<file path="config.mk">
export PLATFORM = sky130hd
export DESIGN_NAME = tws_eeprom_slave
export DESIGN_NICKNAME = d
export VERILOG_FILES = /design/src/rtl/tws_pkg.sv /design/src/rtl/tws_datapath.sv /design/src/rtl/tws_ctrl.sv /design/src/rtl/tws_eeprom_slave.sv
export SDC_FILE = /design/constraint.sdc
export NUM_CORES = 1
export LEC_CHECK = 0
export BUFFER_PORTS_ARGS = -buffer_cell sky130_fd_sc_hd__buf_2
export CAP_MARGIN = 25
export CORE_UTILIZATION = 50
export DETAILED_ROUTE_END_ITERATION = 10
export GPL_TIMING_DRIVEN = 0
export PLACE_DENSITY = 0.71
export SLEW_MARGIN = 20
export SYNTH_ARGS = -nofsm -noshare
export SYNTH_HDL_FRONTEND = slang
export SYNTH_HIERARCHICAL = 1
export SYNTH_SLANG_ARGS = --single-unit
</file>
<file path="constraint.sdc">
create_clock -name clk -period 2.7 [get_ports clk]
set_input_delay 0.27 -clock clk [delete_from_list [all_inputs] [get_ports clk]]
set_output_delay 0.27 -clock clk [all_outputs]
set_load 0.01 [all_outputs]
</file>
<file path="src/rtl/tws_pkg.sv">
package tws_pkg;
  localparam int BLK_W    = 3;
  localparam int PAGE_W   = 3;
  localparam int BYTE_W   = 4;
  localparam int ADDR_W   = BLK_W + PAGE_W + BYTE_W;
  localparam int INBLK_W  = PAGE_W + BYTE_W;
  localparam int CFG_W    = 5;
  localparam int NUM_BLK  = 1 << BLK_W;

  typedef enum logic [3:0] {
    ST_IDLE, ST_DEV, ST_DEV_ACK, ST_WORD, ST_WORD_ACK,
    ST_WR, ST_WR_ACK, ST_RD, ST_RD_ACK, ST_SKIP
  } tws_state_e;

  typedef struct packed {
    logic rxShift;
    logic latchDev;
    logic latchWord;
    logic memWrite;
    logic incRead;
    logic txShift;
  } tws_strobe_t;
endpackage

</file>
<file path="src/rtl/tws_datapath.sv">
module tws_datapath
  import tws_pkg::*;
(
  input  logic              clk,
  input  logic              clr,
  input  logic              sclIn,
  input  logic              sdaIn,
  input  tws_strobe_t       stb,
  input  logic              memRe,
  input  logic [7:0]        memRdata,
  output logic              sclRise,
  output logic              sclFall,
  output logic              startEv,
  output logic              stopEv,
  output logic              sdaBit,
  output logic [7:0]        rxByte,
  output logic              txBit,
  output logic              devRw,
  output logic              devCfg,
  output logic [BLK_W-1:0]  curBlk,
  output logic [ADDR_W-1:0] memAddr,
  output logic [7:0]        memWdata,
  output logic              memCfg
);
  logic [2:0]        sclPipe, sdaPipe;
  logic [ADDR_W-1:0] curAddr;
  logic [CFG_W-1:0]  cfgAddr;
  logic [BLK_W-2:0]  devBlk;
  logic              rePend;
  logic [7:0]        txReg;

  // two synchroniser flops plus one history flop per line
  always_ff @(posedge clk) begin
    if (clr) begin
      sclPipe <= '1;
      sdaPipe <= '1;
    end else begin
      sclPipe <= {sclPipe[1:0], sclIn};
      sdaPipe <= {sdaPipe[1:0], sdaIn};
    end
  end

  assign sclRise = sclPipe[1] & ~sclPipe[2];
  assign sclFall = ~sclPipe[1] & sclPipe[2];
  assign startEv = sclPipe[1] & sclPipe[2] & sdaPipe[2] & ~sdaPipe[1];
  assign stopEv  = sclPipe[1] & sclPipe[2] & ~sdaPipe[2] & sdaPipe[1];
  assign sdaBit  = sdaPipe[1];

  always_ff @(posedge clk) begin
    if (clr) begin
      rxByte  <= '0;
      devRw   <= 1'b0;
      devCfg  <= 1'b0;
      devBlk  <= '0;
      curAddr <= '0;
      cfgAddr <= '0;
      rePend  <= 1'b0;
      txReg   <= '1;
    end else begin
      rePend <= memRe;
      if (stb.rxShift) rxByte <= {rxByte[6:0], sdaBit};
      if (stb.latchDev) begin
        devRw  <= rxByte[0];
        devCfg <= rxByte[4];
        devBlk <= rxByte[BLK_W-1:1];
      end
      if (stb.latchWord) begin
        if (devCfg) cfgAddr <= rxByte[CFG_W-1:0];
        else        curAddr <= {devBlk, rxByte};
      end else if (stb.memWrite && !devCfg) begin
        curAddr[BYTE_W-1:0] <= curAddr[BYTE_W-1:0] + 1'b1;   // page wrap
      end else if (stb.incRead && !devCfg) begin
        curAddr[INBLK_W-1:0] <= curAddr[INBLK_W-1:0] + 1'b1; // block wrap
      end
      if (rePend)           txReg <= memRdata;
      else if (stb.txShift) txReg <= {txReg[6:0], 1'b1};
    end
  end

  assign txBit    = txReg[7];
  assign curBlk   = curAddr[ADDR_W-1 -: BLK_W];
  assign memAddr  = devCfg ? {{(ADDR_W-CFG_W){1'b0}}, cfgAddr} : curAddr;
  assign memWdata = rxByte;
  assign memCfg   = devCfg;
endmodule

</file>
<file path="src/rtl/tws_ctrl.sv">
module tws_ctrl
  import tws_pkg::*;
#(
  parameter int BUSY_CYCLES = 2000
)(
  input  logic               clk,
  input  logic               clr,
  input  logic               wpIn,
  input  logic [NUM_BLK-1:0] permRd,
  input  logic [NUM_BLK-1:0] permWr,
  input  logic               sclRise,
  input  logic               sclFall,
  input  logic               startEv,
  input  logic               stopEv,
  input  logic               sdaBit,
  input  logic [7:0]         rxByte,
  input  logic               txBit,
  input  logic               devRw,
  input  logic               devCfg,
  input  logic [BLK_W-1:0]   curBlk,
  output tws_strobe_t        stb,
  output logic               memRe,
  output logic               sdaOutEn
);
  localparam int BUSY_W = $clog2(BUSY_CYCLES + 1);

  tws_state_e  state, stNext;
  logic [3:0]  bitCnt, cntNext;
  logic        ackR, ackNext, wroteR, wroteNext, cfgUsed, cfgUsedNext;
  logic        fetchNext, busyStart;
  logic [BUSY_W-1:0] busyCnt;
  logic        devMainB, devCfgB, devOk, wordOk, dataOk;

  assign devMainB = rxByte[7:3] == 5'b10101;
  assign devCfgB  = rxByte[7:1] == 7'b1011100;
  assign devOk    = (devMainB || devCfgB) && (busyCnt == '0) &&
                    (!rxByte[0] || devCfgB || permRd[curBlk]);
  assign wordOk   = devCfg ? (rxByte[7:5] == 3'b000) : 1'b1;
  assign dataOk   = !wpIn && (devCfg ? !cfgUsed : permWr[curBlk]);

  always_comb begin
    stb = '0;
    stNext = state;
    cntNext = bitCnt;
    ackNext = ackR;
    wroteNext = wroteR;
    cfgUsedNext = cfgUsed;
    fetchNext = 1'b0;
    busyStart = 1'b0;
    if (startEv) begin
      stNext = ST_DEV;
      cntNext = '0;
      ackNext = 1'b0;
    end else if (stopEv) begin
      stNext = ST_IDLE;
      ackNext = 1'b0;
      busyStart = wroteR;
      wroteNext = 1'b0;
    end else begin
      case (state)
        ST_DEV, ST_WORD, ST_WR: begin
          if (sclRise) begin
            stb.rxShift = 1'b1;
            cntNext = bitCnt + 4'd1;
          end else if (sclFall && bitCnt == 4'd8) begin
            cntNext = '0;
            if (state == ST_DEV) begin
              stb.latchDev = 1'b1;
              ackNext = devOk;
              fetchNext = devOk && rxByte[0];
              cfgUsedNext = 1'b0;
              stNext = ST_DEV_ACK;
            end else if (state == ST_WORD) begin
              stb.latchWord = wordOk;
              ackNext = wordOk;
              stNext = ST_WORD_ACK;
            end else begin
              stb.memWrite = dataOk;
              ackNext = dataOk;
              if (dataOk) begin
                wroteNext = 1'b1;
                cfgUsedNext = 1'b1;
              end
              stNext = ST_WR_ACK;
            end
          end
        end
        ST_DEV_ACK, ST_WORD_ACK, ST_WR_ACK: begin
          if (sclFall) begin
            if (!ackR)                  stNext = ST_SKIP;
            else if (state == ST_DEV_ACK) stNext = devRw ? ST_RD : ST_WORD;
            else                        stNext = ST_WR;
            ackNext = 1'b0;
          end
        end
        ST_RD: begin
          if (sclRise) cntNext = bitCnt + 4'd1;
          else if (sclFall) begin
            if (bitCnt == 4'd8) begin
              stNext = ST_RD_ACK;
              cntNext = '0;
            end else stb.txShift = 1'b1;
          end
        end
        ST_RD_ACK: begin
          if (sclRise) begin
            ackNext = !sdaBit && !devCfg;
            stb.incRead = !devCfg;
            fetchNext = !sdaBit && !devCfg;
          end else if (sclFall) begin
            stNext = ackR ? ST_RD : ST_SKIP;
            ackNext = 1'b0;
          end
        end
        default: ;
      endcase
    end
  end

  always_ff @(posedge clk) begin
    if (clr) begin
      state   <= ST_IDLE;
      bitCnt  <= '0;
      ackR    <= 1'b0;
      wroteR  <= 1'b0;
      cfgUsed <= 1'b0;
      memRe   <= 1'b0;
      busyCnt <= '0;
    end else begin
      state   <= stNext;
      bitCnt  <= cntNext;
      ackR    <= ackNext;
      wroteR  <= wroteNext;
      cfgUsed <= cfgUsedNext;
      memRe   <= fetchNext;
      if (busyStart)             busyCnt <= BUSY_W'(BUSY_CYCLES);
      else if (busyCnt != '0)    busyCnt <= busyCnt - 1'b1;
    end
  end

  assign sdaOutEn = (ackR && (state == ST_DEV_ACK || state == ST_WORD_ACK ||
                              state == ST_WR_ACK)) ||
                    (state == ST_RD && !txBit);
endmodule

</file>
<file path="src/rtl/tws_eeprom_slave.sv">
module tws_eeprom_slave
  import tws_pkg::*;
#(
  parameter int BUSY_CYCLES = 2000
)(
  input  logic               clk,
  input  logic               rstN,
  input  logic               protN,
  input  logic               wpIn,
  input  logic               sclIn,
  input  logic               sdaIn,
  output logic               sdaOutEn,
  input  logic [NUM_BLK-1:0] permRd,
  input  logic [NUM_BLK-1:0] permWr,
  output logic               memCfg,
  output logic [ADDR_W-1:0]  memAddr,
  output logic               memWe,
  output logic [7:0]         memWdata,
  output logic               memRe,
  input  logic [7:0]         memRdata
);
  logic             clr;
  tws_strobe_t      stb;
  logic             sclRise, sclFall, startEv, stopEv, sdaBit, txBit, devRw, devCfg;
  logic [7:0]       rxByte;
  logic [BLK_W-1:0] curBlk;

  assign clr   = !rstN || !protN;
  assign memWe = stb.memWrite;

  tws_datapath u_dp (
    .clk(clk), .clr(clr), .sclIn(sclIn), .sdaIn(sdaIn), .stb(stb),
    .memRe(memRe), .memRdata(memRdata),
    .sclRise(sclRise), .sclFall(sclFall), .startEv(startEv), .stopEv(stopEv),
    .sdaBit(sdaBit), .rxByte(rxByte), .txBit(txBit), .devRw(devRw),
    .devCfg(devCfg), .curBlk(curBlk), .memAddr(memAddr),
    .memWdata(memWdata), .memCfg(memCfg)
  );

  tws_ctrl #(.BUSY_CYCLES(BUSY_CYCLES)) u_ctrl (
    .clk(clk), .clr(clr), .wpIn(wpIn), .permRd(permRd), .permWr(permWr),
    .sclRise(sclRise), .sclFall(sclFall), .startEv(startEv), .stopEv(stopEv),
    .sdaBit(sdaBit), .rxByte(rxByte), .txBit(txBit), .devRw(devRw),
    .devCfg(devCfg), .curBlk(curBlk), .stb(stb), .memRe(memRe),
    .sdaOutEn(sdaOutEn)
  );
endmodule

</file>
==> flow_summary_export.csv <==
group,metric,value,unit
outcome,outcome,"finished clean",
logic_synthesis,netlist_area,3590,µm²
logic_synthesis,ys.warnings.count,6,
power_and_ir_drop,leakage,1.65,nW
die,core_area,6870,µm²
die,die_area,7520,µm²
clocking,htreeDepth,3,
drt,drc,0,
die,start_util,52.2,%
logic_synthesis,synth.top_cell.area_share,36.3,%
critical_path,cp.required,2.95,ns
worst_hold_path,hold_class,"input pin to register",
critical_path,cp_slowest_cell,"nor4b_1",
critical_path,end_kind,"register",
critical_path,slowest_delay,0.87,ns
clocking,cts_tree,"yes",
timing,min_period,2.52,ns
logic_synthesis,yosysUniqueCellTypes,61,
power_and_ir_drop,totalPowerFinal,0.00296,W
critical_path,r2r_slack,0.18,ns
logic_synthesis,synthFlopType,"dfxtp_1",
global_route,grt_use_total,22.9,%
timing,timing.fmax,398,MHz
placed_design,port_buffers,51,
critical_path,rr_endpoint,"u_dp/curAddr[3]$_SDFFE_PP0P_",
logic_synthesis,yosysSeqAreaShare,36.3,%
layout,utilization,61.4,%
power_and_ir_drop,power_density,702,nW/µm²
layout,num_antenna_cells,0,
critical_path,crit_type,"register to register",
critical_path,path_cells,"nor4b_1, nand3b_1, nor3_1, nor3_2, nor2_2, a21oi_1, a211oi_1",
placed_design,dp.cells,549,
global_route,grt_pass1_wl,13400,µm
drt,via_per_inst,5.47,
clocking,cts_buffers,9,
die,dieWidth,86.7,µm
logic_synthesis,ys_top_cells_by_area,"dfxtp_1 36%, mux2i_1 8.4%, mux2_2 4.1%",
timing,slew_violations,0,
global_route,grt_overflow_total,0,
clocking,cts.path.max_buffers,2,
power_and_ir_drop,ir_worst_vdd,0.679,mV
logic_synthesis,avgSynthCellArea,8.92,µm²
critical_path,r2r_start,"u_ctrl/state[1]$_SDFFE_PP0P_",
timing,whs,0.108,ns
logic_synthesis,async_reset_ff_share,0,%
logic_synthesis,yosysTopAreaCell,"dfxtp_1",
clocking,clock_latency,0.34,ns
timing,hold_viol,0,
placed_design,gp_congestion,0.884,
global_route,grt_max_degree,12,
drt,wl_per_cell,14.3,µm
layout,syn_to_final_growth,17.6,%
drt,drtIter0Drc,121,
clocking,cts_setup_buffers,0,
worst_hold_path,worstHoldEndpoint,"u_dp/sdaPipe[0]$_SDFF_PP1_",
critical_path,critical_path_arrival,2.76,ns
logic_synthesis,netlist_instances,402,
drt,routed_wl,8050,µm
critical_path,crit_path_max_fanout,7,
global_route,grt_pass1_vias,2862,
placed_design,dp_hpwl,5750,µm
layout,drive_above_1_share,28.2,%
drt,firstDrtPassIters,4,
layout,fin_nets,498,
logic_synthesis,syn_nets,437,
drt,via_count,3087,
die,io_pins,52,
flow_run,cap_violations,0,
placed_design,dpl-instance-area,3960,µm²
timing,slew-limit-headroom,32.1,%
worst_hold_path,min_from,"sdaIn",
logic_synthesis,synth_seq_cells,65,
global_route,antenna_found_initial,0,
layout,layout.cells.non_filler,564,
worst_hold_path,hold_depth,2,
critical_path,r2r_cells,7,
clocking,clk_pin_slew,0.08,ns
clocking,clock-root-buffer,"clkbuf_8",
timing,period_share,93.2,%
layout,finalInstanceArea,4220,µm²
timing,setup_violations,0,
die,core.rowCount,30,
critical_path,start_kind,"register",
timing,skew,0.0103,ns
clocking,clkSinkCount,65,
logic_synthesis,synth_edf_count,0,
timing,tightest_slew,1.00,ns
drt,ant_nets,0,
die,dieHeight,86.7,µm
## stage by stage
stage / setup slack (ns) / setup TNS, ns
2_1_floorplan: 0.159 / 0
3_3_place_gp: -0.0772 / -0.190
3_5_place_dp: -0.131 / -0.354
4_1_cts: 0.0592 / 0
5_1_grt: -0.0148 / -0.0290
6_report: 0.185 / 0
## flip-flops by register name, indices dropped and copies added, names as in the netlist, 2 cells and up
name and cells:
u_ctrl/bitCnt 4, u_dp/memWdata 8, u_dp/sclPipe 3, u_dp/sdaPipe 3, u_dp/curAddr 10, u_ctrl/state 4
u_dp/devBlk 2, u_dp/txReg 8, u_dp/cfgAddr 5, u_ctrl/busyCnt 11
## critical path: cells and delay by family, from the launching register on
family / cells / cell delay, ns
simple gates: 5 / 1.72
flops: 1 / 0.36
compound gates: 2 / 0.33
## cell type report
class | count | area, µm²
fill | 619 | 2650
multi-input combinational | 299 | 2090
sequential | 65 | 1300
timing repair buffer | 51 | 255
buffer | 31 | 193
clock buffer | 11 | 131
tap | 96 | 120
clock inverter | 5 | 104
inverter | 6 | 22.5
## how the worst max path moves through the flow
| stage | to | slack, ns | startpoint |
|---|---|---|---|
| 2_1_floorplan | u_dp/curAddr[0]$_SDFFE_PP0P_ | 0.16 | u_dp/curAddr[7]$_SDFFE_PP0P_ |
| 3_3_place_gp | u_dp/curAddr[3]$_SDFFE_PP0P_ | -0.08 | u_dp/curAddr[7]$_SDFFE_PP0P_ |
| 3_5_place_dp | u_dp/curAddr[3]$_SDFFE_PP0P_ | -0.13 | u_dp/curAddr[7]$_SDFFE_PP0P_ |
| 4_1_cts | u_dp/curAddr[3]$_SDFFE_PP0P_ | 0.06 | u_dp/sclPipe[2]$_SDFF_PP1_ |
| 5_1_grt | u_dp/curAddr[1]$_SDFFE_PP0P_ | -0.01 | u_dp/sclPipe[2]$_SDFF_PP1_ |
| 6_report | u_dp/curAddr[3]$_SDFFE_PP0P_ | 0.18 | u_ctrl/state[1]$_SDFFE_PP0P_ |
## cell usage after synthesis, types with 3 or more instances
master and instances:
dfxtp_1 65, nor2_1 36, mux2i_1 30, nand2_1 27
a21oi_1 24, nor3_1 18, buf_4 15, nor2b_1 15
mux2_2 13, nand2b_1 13, clkbuf_1 11, nand3_1 11
o21ai_0 9, a211oi_1 6, and3_1 6, inv_1 6
or2_2 6, a31oi_1 5, ha_1 5, xor2_1 5
buf_2 4, nand3b_1 4, nor3b_1 4, o21a_1 4
o31ai_1 4, nand4b_1 3, o21ai_1 3, or3_2 3
## layer usage
layer  share of wire [%]  vias to the layer above  track usage (%)
met5                   0                        -                0
met4                0.96                        0             8.33
met3                 4.9                        4             4.95
met2                  47                       85             36.4
met1                  48                     1433             30.5
li1                    -                     1565                -
## logic make-up after synthesis
group | after synthesis | synth area share [%]
DFF | 65 | 36.3
AOI/OAI and AO/OA | 75 | 14.1
and+or+nand+nor | 167 | 26.0
muxes | 46 | 14.4
buffers and inverters | 38 | 6.10
adders and majority gates | 5 | 1.74
xor gates and xnor gates | 6 | 1.46
## report_power, final
group	internal, W	switching [W]
Sequential	0.00104	0.0000724
Clock	0.000614	0.000368
Combinational	0.000453	0.000415
Total	0.00211	0.000855
## cell usage in the layout, fill, tap and decap left out, drive strengths merged, types with 12 or more instances in the layout
cell type  count
clkbuf        21
nor2          38
dfxtp         65
a21oi         24
o21ai         12
mux2          13
buf           72
nand2         27
nand2b        13
nor2b         15
mux2i         30
nor3          19
## what timing repair did
action                     CTS  global route
hold buffers                 0             0
setup endpoints to repair    7            16
resized for setup            0             7
pin swaps                    0             1
Power figures use the tool's default switching activity.
